### config.mk
export PLATFORM = sky130hd
export DESIGN_NAME = thermal_migrate_ctrl
export DESIGN_NICKNAME = d
export VERILOG_FILES = /design/src/rtl/tmc_pkg.sv /design/src/rtl/tmc_interval_timer.sv /design/src/rtl/tmc_act_table.sv /design/src/rtl/tmc_floorplan.sv /design/src/rtl/tmc_band_classify.sv /design/src/rtl/thermal_migrate_ctrl.sv
export SDC_FILE = /design/constraint.sdc
export NUM_CORES = 1
export LEC_CHECK = 0
export ABC_AREA = 1
export BUFFER_PORTS_ARGS = -buffer_cell sky130_fd_sc_hd__buf_2
export CAP_MARGIN = 15
export CORE_MARGIN = 2
export CORE_UTILIZATION = 30
export CTS_BUF_LIST = sky130_fd_sc_hd__clkbuf_16
export DETAILED_ROUTE_END_ITERATION = 12
export GPL_TIMING_DRIVEN = 1
export PLACE_DENSITY = 0.49
export SLEW_MARGIN = 5
export SYNTH_ARGS = -nofsm -noshare
export SYNTH_HDL_FRONTEND = slang
export SYNTH_SLANG_ARGS = --single-unit
### constraint.sdc
create_clock -name clk -period 5.5 [get_ports clk]
set_clock_uncertainty 0.05 [all_clocks]
set_input_delay 0.275 -clock clk [delete_from_list [all_inputs] [get_ports clk]]
set_output_delay 0.275 -clock clk [all_outputs]
set_load 0.05 [all_outputs]
### src/rtl/tmc_pkg.sv
package tmc_pkg;
    localparam int REGION_CNT = 4;
    localparam int REGION_W   = 2;
    localparam int BAND_W     = 3;

    typedef enum logic [2:0] {
        ST_IDLE,
        ST_SCAN,
        ST_DECIDE,
        ST_OFFER,
        ST_NEXT,
        ST_DONE
    } mig_state_e;
endpackage

### src/rtl/tmc_interval_timer.sv
module tmc_interval_timer #(
    parameter int PER_W = 16
) (
    input  logic             clk,
    input  logic             rst_n,
    input  logic             tick,
    input  logic [PER_W-1:0] period_ticks,
    output logic             start
);
    logic [PER_W-1:0] cnt;
    logic [PER_W:0]   cnt_inc;
    logic             wrap;

    assign cnt_inc = {1'b0, cnt} + {{PER_W{1'b0}}, 1'b1};
    assign wrap    = cnt_inc >= {1'b0, period_ticks};
    assign start   = tick && wrap;

    always_ff @(posedge clk or negedge rst_n) begin
        if (!rst_n) begin
            cnt <= '0;
        end else if (tick) begin
            cnt <= wrap ? '0 : cnt_inc[PER_W-1:0];
        end
    end
endmodule

### src/rtl/tmc_act_table.sv
module tmc_act_table #(
    parameter int N_CORES = 64,
    parameter int ACT_W   = 8,
    parameter int IDX_W   = 6
) (
    input  logic                     clk,
    input  logic                     rst_n,
    input  logic                     load,
    input  logic [N_CORES*ACT_W-1:0] act_in,
    input  logic [IDX_W-1:0]         rd_idx,
    output logic [ACT_W-1:0]         rd_act
);
    logic [ACT_W-1:0] slot [N_CORES];

    for (genvar i = 0; i < N_CORES; i++) begin : g_slot
        always_ff @(posedge clk or negedge rst_n) begin
            if (!rst_n) begin
                slot[i] <= '0;
            end else if (load) begin
                slot[i] <= act_in[i*ACT_W +: ACT_W];
            end
        end
    end

    assign rd_act = slot[rd_idx];
endmodule

### src/rtl/tmc_floorplan.sv
module tmc_floorplan
    import tmc_pkg::*;
#(
    parameter int MESH_DIM = 8,
    parameter int N_CORES  = MESH_DIM * MESH_DIM
) (
    output logic [N_CORES-1:0]          central_mask,
    output logic [N_CORES*REGION_W-1:0] quad_code
);
    localparam int LO   = MESH_DIM / 4;
    localparam int HI   = MESH_DIM - MESH_DIM / 4;
    localparam int HALF = MESH_DIM / 2;

    for (genvar i = 0; i < N_CORES; i++) begin : g_core
        localparam int ROW = i / MESH_DIM;
        localparam int COL = i % MESH_DIM;
        localparam bit CEN = (ROW >= LO) && (ROW < HI) && (COL >= LO) && (COL < HI);
        localparam bit TOP = ROW < HALF;
        localparam bit RGT = COL >= HALF;
        localparam logic [REGION_W-1:0] QC = TOP ? (RGT ? 2'd0 : 2'd3)
                                                 : (RGT ? 2'd1 : 2'd2);
        assign central_mask[i]                   = CEN;
        assign quad_code[i*REGION_W +: REGION_W] = QC;
    end
endmodule

### src/rtl/tmc_band_classify.sv
module tmc_band_classify
    import tmc_pkg::*;
#(
    parameter int ACT_W = 8,
    parameter int TH1   = 5,
    parameter int TH2   = 10,
    parameter int TH3   = 15,
    parameter int TH4   = 20
) (
    input  logic [ACT_W-1:0]  act,
    output logic [BAND_W-1:0] band
);
    always_comb begin
        if (act < ACT_W'(TH1))      band = 3'd0;
        else if (act < ACT_W'(TH2)) band = 3'd1;
        else if (act < ACT_W'(TH3)) band = 3'd2;
        else if (act < ACT_W'(TH4)) band = 3'd3;
        else                        band = 3'd4;
    end
endmodule

### src/rtl/thermal_migrate_ctrl.sv
module thermal_migrate_ctrl
    import tmc_pkg::*;
#(
    parameter int MESH_DIM = 8,
    parameter int ACT_W    = 8,
    parameter int PER_W    = 16,
    parameter int TH1      = 5,
    parameter int TH2      = 10,
    parameter int TH3      = 15,
    parameter int TH4      = 20,
    localparam int N_CORES = MESH_DIM * MESH_DIM,
    localparam int IDX_W   = $clog2(N_CORES)
) (
    input  logic                     clk,
    input  logic                     rst_n,
    input  logic                     tick,
    input  logic [PER_W-1:0]         period_ticks,
    input  logic [N_CORES*ACT_W-1:0] act_in,
    output logic                     swp_valid,
    input  logic                     swp_ready,
    output logic [IDX_W-1:0]         swp_src,
    output logic [IDX_W-1:0]         swp_dst,
    output logic [REGION_W-1:0]      swp_region,
    output logic [BAND_W-1:0]        swp_src_band,
    output logic [BAND_W-1:0]        swp_dst_band,
    output logic                     busy,
    output logic                     done
);
    mig_state_e state, state_nxt;

    logic                          start;
    logic                          tbl_load;
    logic [ACT_W-1:0]              rd_act;
    logic [IDX_W-1:0]              scan_idx;
    logic [REGION_W-1:0]           region;
    logic [N_CORES-1:0]            used;
    logic [N_CORES-1:0]            central_mask;
    logic [N_CORES*REGION_W-1:0]   quad_code;
    logic                          have_c, have_p;
    logic [IDX_W-1:0]              c_idx, p_idx;
    logic [ACT_W-1:0]              c_act, p_act;
    logic                          scan_last, region_last;
    logic                          is_c, is_p, take_c, take_p, gain;
    logic [BAND_W-1:0]             c_band, p_band;

    // interval time base
    tmc_interval_timer #(.PER_W(PER_W)) u_timer (
        .clk          (clk),
        .rst_n        (rst_n),
        .tick         (tick),
        .period_ticks (period_ticks),
        .start        (start)
    );

    // snapshot of activities taken when an interval is accepted
    assign tbl_load = (state == ST_IDLE) && start;

    tmc_act_table #(.N_CORES(N_CORES), .ACT_W(ACT_W), .IDX_W(IDX_W)) u_table (
        .clk    (clk),
        .rst_n  (rst_n),
        .load   (tbl_load),
        .act_in (act_in),
        .rd_idx (scan_idx),
        .rd_act (rd_act)
    );

    // constant floor-plan decode
    tmc_floorplan #(.MESH_DIM(MESH_DIM), .N_CORES(N_CORES)) u_plan (
        .central_mask (central_mask),
        .quad_code    (quad_code)
    );

    // heat bands of the two candidates
    tmc_band_classify #(.ACT_W(ACT_W), .TH1(TH1), .TH2(TH2), .TH3(TH3), .TH4(TH4)) u_band_src (
        .act  (c_act),
        .band (c_band)
    );
    tmc_band_classify #(.ACT_W(ACT_W), .TH1(TH1), .TH2(TH2), .TH3(TH3), .TH4(TH4)) u_band_dst (
        .act  (p_act),
        .band (p_band)
    );

    // scan qualifiers: strict compares in ascending index order keep the lower ID on ties
    assign scan_last   = scan_idx == IDX_W'(N_CORES - 1);
    assign region_last = region == REGION_W'(REGION_CNT - 1);
    assign is_c   = central_mask[scan_idx] && !used[scan_idx];
    assign is_p   = !central_mask[scan_idx] &&
                    (quad_code[scan_idx*REGION_W +: REGION_W] == region);
    assign take_c = is_c && (!have_c || (rd_act > c_act));
    assign take_p = is_p && (!have_p || (rd_act < p_act));
    // strict gain rule
    assign gain   = have_c && have_p && (c_act > p_act);

    // state register
    always_ff @(posedge clk or negedge rst_n) begin
        if (!rst_n) state <= ST_IDLE;
        else        state <= state_nxt;
    end

    // transitions
    always_comb begin
        state_nxt = state;
        unique case (state)
            ST_IDLE:   if (start)       state_nxt = ST_SCAN;
            ST_SCAN:   if (scan_last)   state_nxt = ST_DECIDE;
            ST_DECIDE: state_nxt = gain ? ST_OFFER : ST_NEXT;
            ST_OFFER:  if (swp_ready)   state_nxt = ST_NEXT;
            ST_NEXT:   state_nxt = region_last ? ST_DONE : ST_SCAN;
            ST_DONE:   state_nxt = ST_IDLE;
            default:   state_nxt = ST_IDLE;
        endcase
    end

    // ranking datapath
    always_ff @(posedge clk or negedge rst_n) begin
        if (!rst_n) begin
            scan_idx <= '0;
            region   <= '0;
            used     <= '0;
            have_c   <= 1'b0;
            have_p   <= 1'b0;
            c_idx    <= '0;
            p_idx    <= '0;
            c_act    <= '0;
            p_act    <= '0;
        end else begin
            unique case (state)
                ST_IDLE: begin
                    if (start) begin
                        region   <= '0;
                        used     <= '0;
                        scan_idx <= '0;
                        have_c   <= 1'b0;
                        have_p   <= 1'b0;
                    end
                end
                ST_SCAN: begin
                    if (take_c) begin
                        have_c <= 1'b1;
                        c_idx  <= scan_idx;
                        c_act  <= rd_act;
                    end
                    if (take_p) begin
                        have_p <= 1'b1;
                        p_idx  <= scan_idx;
                        p_act  <= rd_act;
                    end
                    if (!scan_last) scan_idx <= scan_idx + 1'b1;
                end
                ST_OFFER: begin
                    // a central core leaves the pool only when its pair is consumed
                    if (swp_ready) used[c_idx] <= 1'b1;
                end
                ST_NEXT: begin
                    // clockwise step to the next region
                    region   <= region + 1'b1;
                    scan_idx <= '0;
                    have_c   <= 1'b0;
                    have_p   <= 1'b0;
                end
                default: ;
            endcase
        end
    end

    // outputs
    always_comb begin
        swp_valid    = (state == ST_OFFER);
        swp_src      = c_idx;
        swp_dst      = p_idx;
        swp_region   = region;
        swp_src_band = c_band;
        swp_dst_band = p_band;
        busy         = (state != ST_IDLE);
        done         = (state == ST_DONE);
    end
endmodule

==> run_results.csv <==
group,metric,value,unit
critical_path,timing.rr.start,"scan_idx[0]$_DFFE_PN0P_",
pwr,totalPowerFinal,22800,µW
critical_path,critPathArrivalTime,4.84,ns
clock_tree,clock_latency,0.66,ns
global_routing,grt_pass1_vias,32000,
routing,wl_per_cell,19.9,µm
clock_tree,numCtsBuffers,78,
sta,fin_crit_sh,79.3,%
floorplan,dieWidth,328,µm
global_routing,antenna_found_initial,14,
floorplan,die_area,107000,µm²
clock_tree,cts_tree,"done",
critical_path,critPathBufInv,2,
critical_path,path_cells,"inv_8, buf_4, o21ai_0, o22ai_1, nand2_1, nand3_1, nand2_1, nand3_1, ha_1, a21oi_1, nor2_1, a211oi_1, nand2_1, nand2_2, nand2_2, nand2_1, nand2_1",
sta,hold_violations,0,
cells_and_area,area_growth,36.7,%
min_path,hp-start,"tick",
sta,setup_tns,0,ns
place,place_area,35200,µm²
synth,synth_cell_type_count,39,
synth,ys_seq_elements,633,
routing,drt_iter0_markers,2481,
critical_path,path_class,"register to register",
place,dp.final_hpwl,87.5,mm
critical_path,startpoint,"scan_idx[0]$_DFFE_PN0P_",
clock_tree,ctsResizeCount,0,
synth,netlist_area,31400,µm²
synth,synthTopCellsByCount,"nand2_1, dfrtp_1, o21ai_0",
synth,synth-seq-area-share,50.4,%
sta,fin_ws,1.14,ns
clock_tree,clk_path_buf_depth,3,
routing,drcViolationCount,0,
routing,drt-total-wl,130,mm
sta,slew_headroom,20.9,%
cells_and_area,fillers,10600,
synth,syn_avg_cell_area,7.57,µm²
pwr,ir_drop,0.395,mV
routing,drtPass1Iterations,6,
sta,fin_crit,4.36,ns
place,port_buffers,554,
critical_path,cp-end-kind,"register",
critical_path,cpPeakStageDelay,0.57,ns
min_path,hp-class,"primary input to register",
synth,synth_edf_count,0,
critical_path,cp_max_fo,77,
cells_and_area,finish.utilization,41.4,%
clock_tree,cts_sinks,633,
status,outcome,"finished, final reports clean",
sta,setup_violations,0,
floorplan,io_pins,555,
global_routing,track_usage,23.9,%
cells_and_area,design_area,43000,µm²
sta,rsz0062_at_grt,"no",
pwr,power_density,532,nW/µm²
synth,yosys-top-cells-area,"dfrtp_1, nand2_1, o21ai_0",
critical_path,startpoint_type,"register",
sta,tightest_slew,1.19,ns
synth,synth_nets,4726,
global_routing,grt_max_degree,213,
synth,yosysMostFrequentCell,"nand2_1",
cells_and_area,layout-drive-gt1-share,14.5,%
synth,yosysWarnings,0,
critical_path,crit_top_cell,"nand2_1",
synth,ys_async_sr_fraction,100,%
clock_tree,cts.clk_slew.worst_paths,0.06,ns
routing,antenna_left,0,
routing,vias,31700,
clock_tree,cts.htree.levels,3,
pwr,p_leak,0.0216,µW
routing,viasPerCell,4.85,
floorplan,start_util,30.3,%
flow_run,maxCapViolations,0,
global_routing,grt_first_pass_wirelength,197,mm
synth,synthFlopType,"dfrtp_1",
critical_path,cp.required,5.98,ns
floorplan,die-height,328,µm
sta,drv_slew,0,
global_routing,overflow,0,
cells_and_area,final_nets,5668,
place,post-place-ws,1.16,ns
sta,max_freq,229,MHz
synth,yosysTopAreaCell,"dfrtp_1",
critical_path,critPathTopFamily,"simple AND/OR/NAND/NOR gates",
synth,syn_inst,4151,
floorplan,rows,118,
critical_path,slowest_stage,"dfrtp_4",
clock_tree,cts_root_buf,"clkbuf_16",
synth,yosys.area.top_type_share,50.4,%
place,place.gp.congestion,0.841,
floorplan,coreArea,104000,µm²
area by class of cell:
cell class              instances  area, µm²  area share (%)
well taps                    1380       1730            4.02
flip-flops and latches        633      15900            36.9
diodes                          4       10.0          0.0233
multi-input cells            3076      13500            31.4
inverters                     181        697            1.62
clock buffers                  81       2030            4.72
clock inverters                60        572            1.33
repair buffers               1123       8570            19.9
stage by stage:
step | hold WS (ns) | std cells
after global placement | 0.309 | 5879
after detailed placement | 0.286 | 5879
final | 0.138 | 6538
after floorplan | -0.0706 | 4151
after global routing | 0.175 | 6538
after CTS | 0.101 | 6534
where the power goes:
group          internal, µW  leakage (µW)  switching (µW)
clock network          3180       0.00133            2160
logic                  3160        0.0121            6330
registers              6660       0.00814            1350
per-layer routing:
layer	vias up	wire [µm]	share of wire, %	GRT usage, %
met5	-	104	0.080	0
li1	15200	-	-	-
met4	16	4600	3.5	8.77
met2	986	62300	48	39.7
met1	15200	56600	43	31.7
met3	232	6680	5.1	3.32
registers in the layout, summed over array words and instances, names as in the netlist:
name and flops:
u_table.slot 512, have_p 1, c_act 8, swp_src 6
scan_idx 6, state 3, swp_region 2, u_timer.cnt 16
swp_dst 6, used 64, have_c 1, p_act 8
worst paths after layout:
check	endpoint	depth (start not counted)	slack (ns)
setup / recovery	swp_dst[1]$_DFFE_PN0P_	17	1.14
max in group asynchronous	u_table.slot[415]$_DFFE_PN0P_	3	3.73
hold reg to reg	swp_dst[1]$_DFFE_PN0P_	2	0.42
setup reg to reg	swp_dst[1]$_DFFE_PN0P_	17	1.14
min in group asynchronous	u_timer.cnt[1]$_DFFE_PN0P_	2	0.22
hold / removal	u_timer.cnt[8]$_DFFE_PN0P_	2	0.14
worst register-to-register path, stage by stage (launching register included):
cell and delay (ns):
dfrtp_4 0.57, inv_8 0.36, buf_4 0.39, o21ai_0 0.14, o22ai_1 0.37, nand2_1 0.17, nand3_1 0.15, nand2_1 0.07
nand3_1 0.21, ha_1 0.28, a21oi_1 0.14, nor2_1 0.06, a211oi_1 0.27, nand2_1 0.14, nand2_2 0.31, nand2_2 0.35
nand2_1 0.16, nand2_1 0.05
cell usage in the layout (no fill, tap or decap), types with 25 or more instances in the layout:
cell and n:
nand2_1 1808, dfrtp_1 630, buf_2 553, dlygate4sd3_1 514, o21ai_0 471, nor2_1 335, inv_1 188, nand3_1 152
clkbuf_16 81, o22ai_1 71, a21oi_1 45, ha_1 43, o221ai_1 42, buf_4 37, o211ai_1 25
logic make-up (layout without fill, tap and decap cells):
group	Yosys count	in the layout	share of synthesized area [%]
other cells	0	4	0
buf+inv	442	1445	6.68
flops	633	633	50.4
fa+ha+maj	43	43	1.71
simple gates	2341	2341	28.9
xor+xnor	11	11	0.307
compound gates	681	681	11.9
what timing repair did:
item                      in CTS  in global routing
hold buffers                 514                  0
hold endpoints to repair     583                  0
setup buffers                  0                  0
No activity file was read; power rests on OpenSTA's default activity.
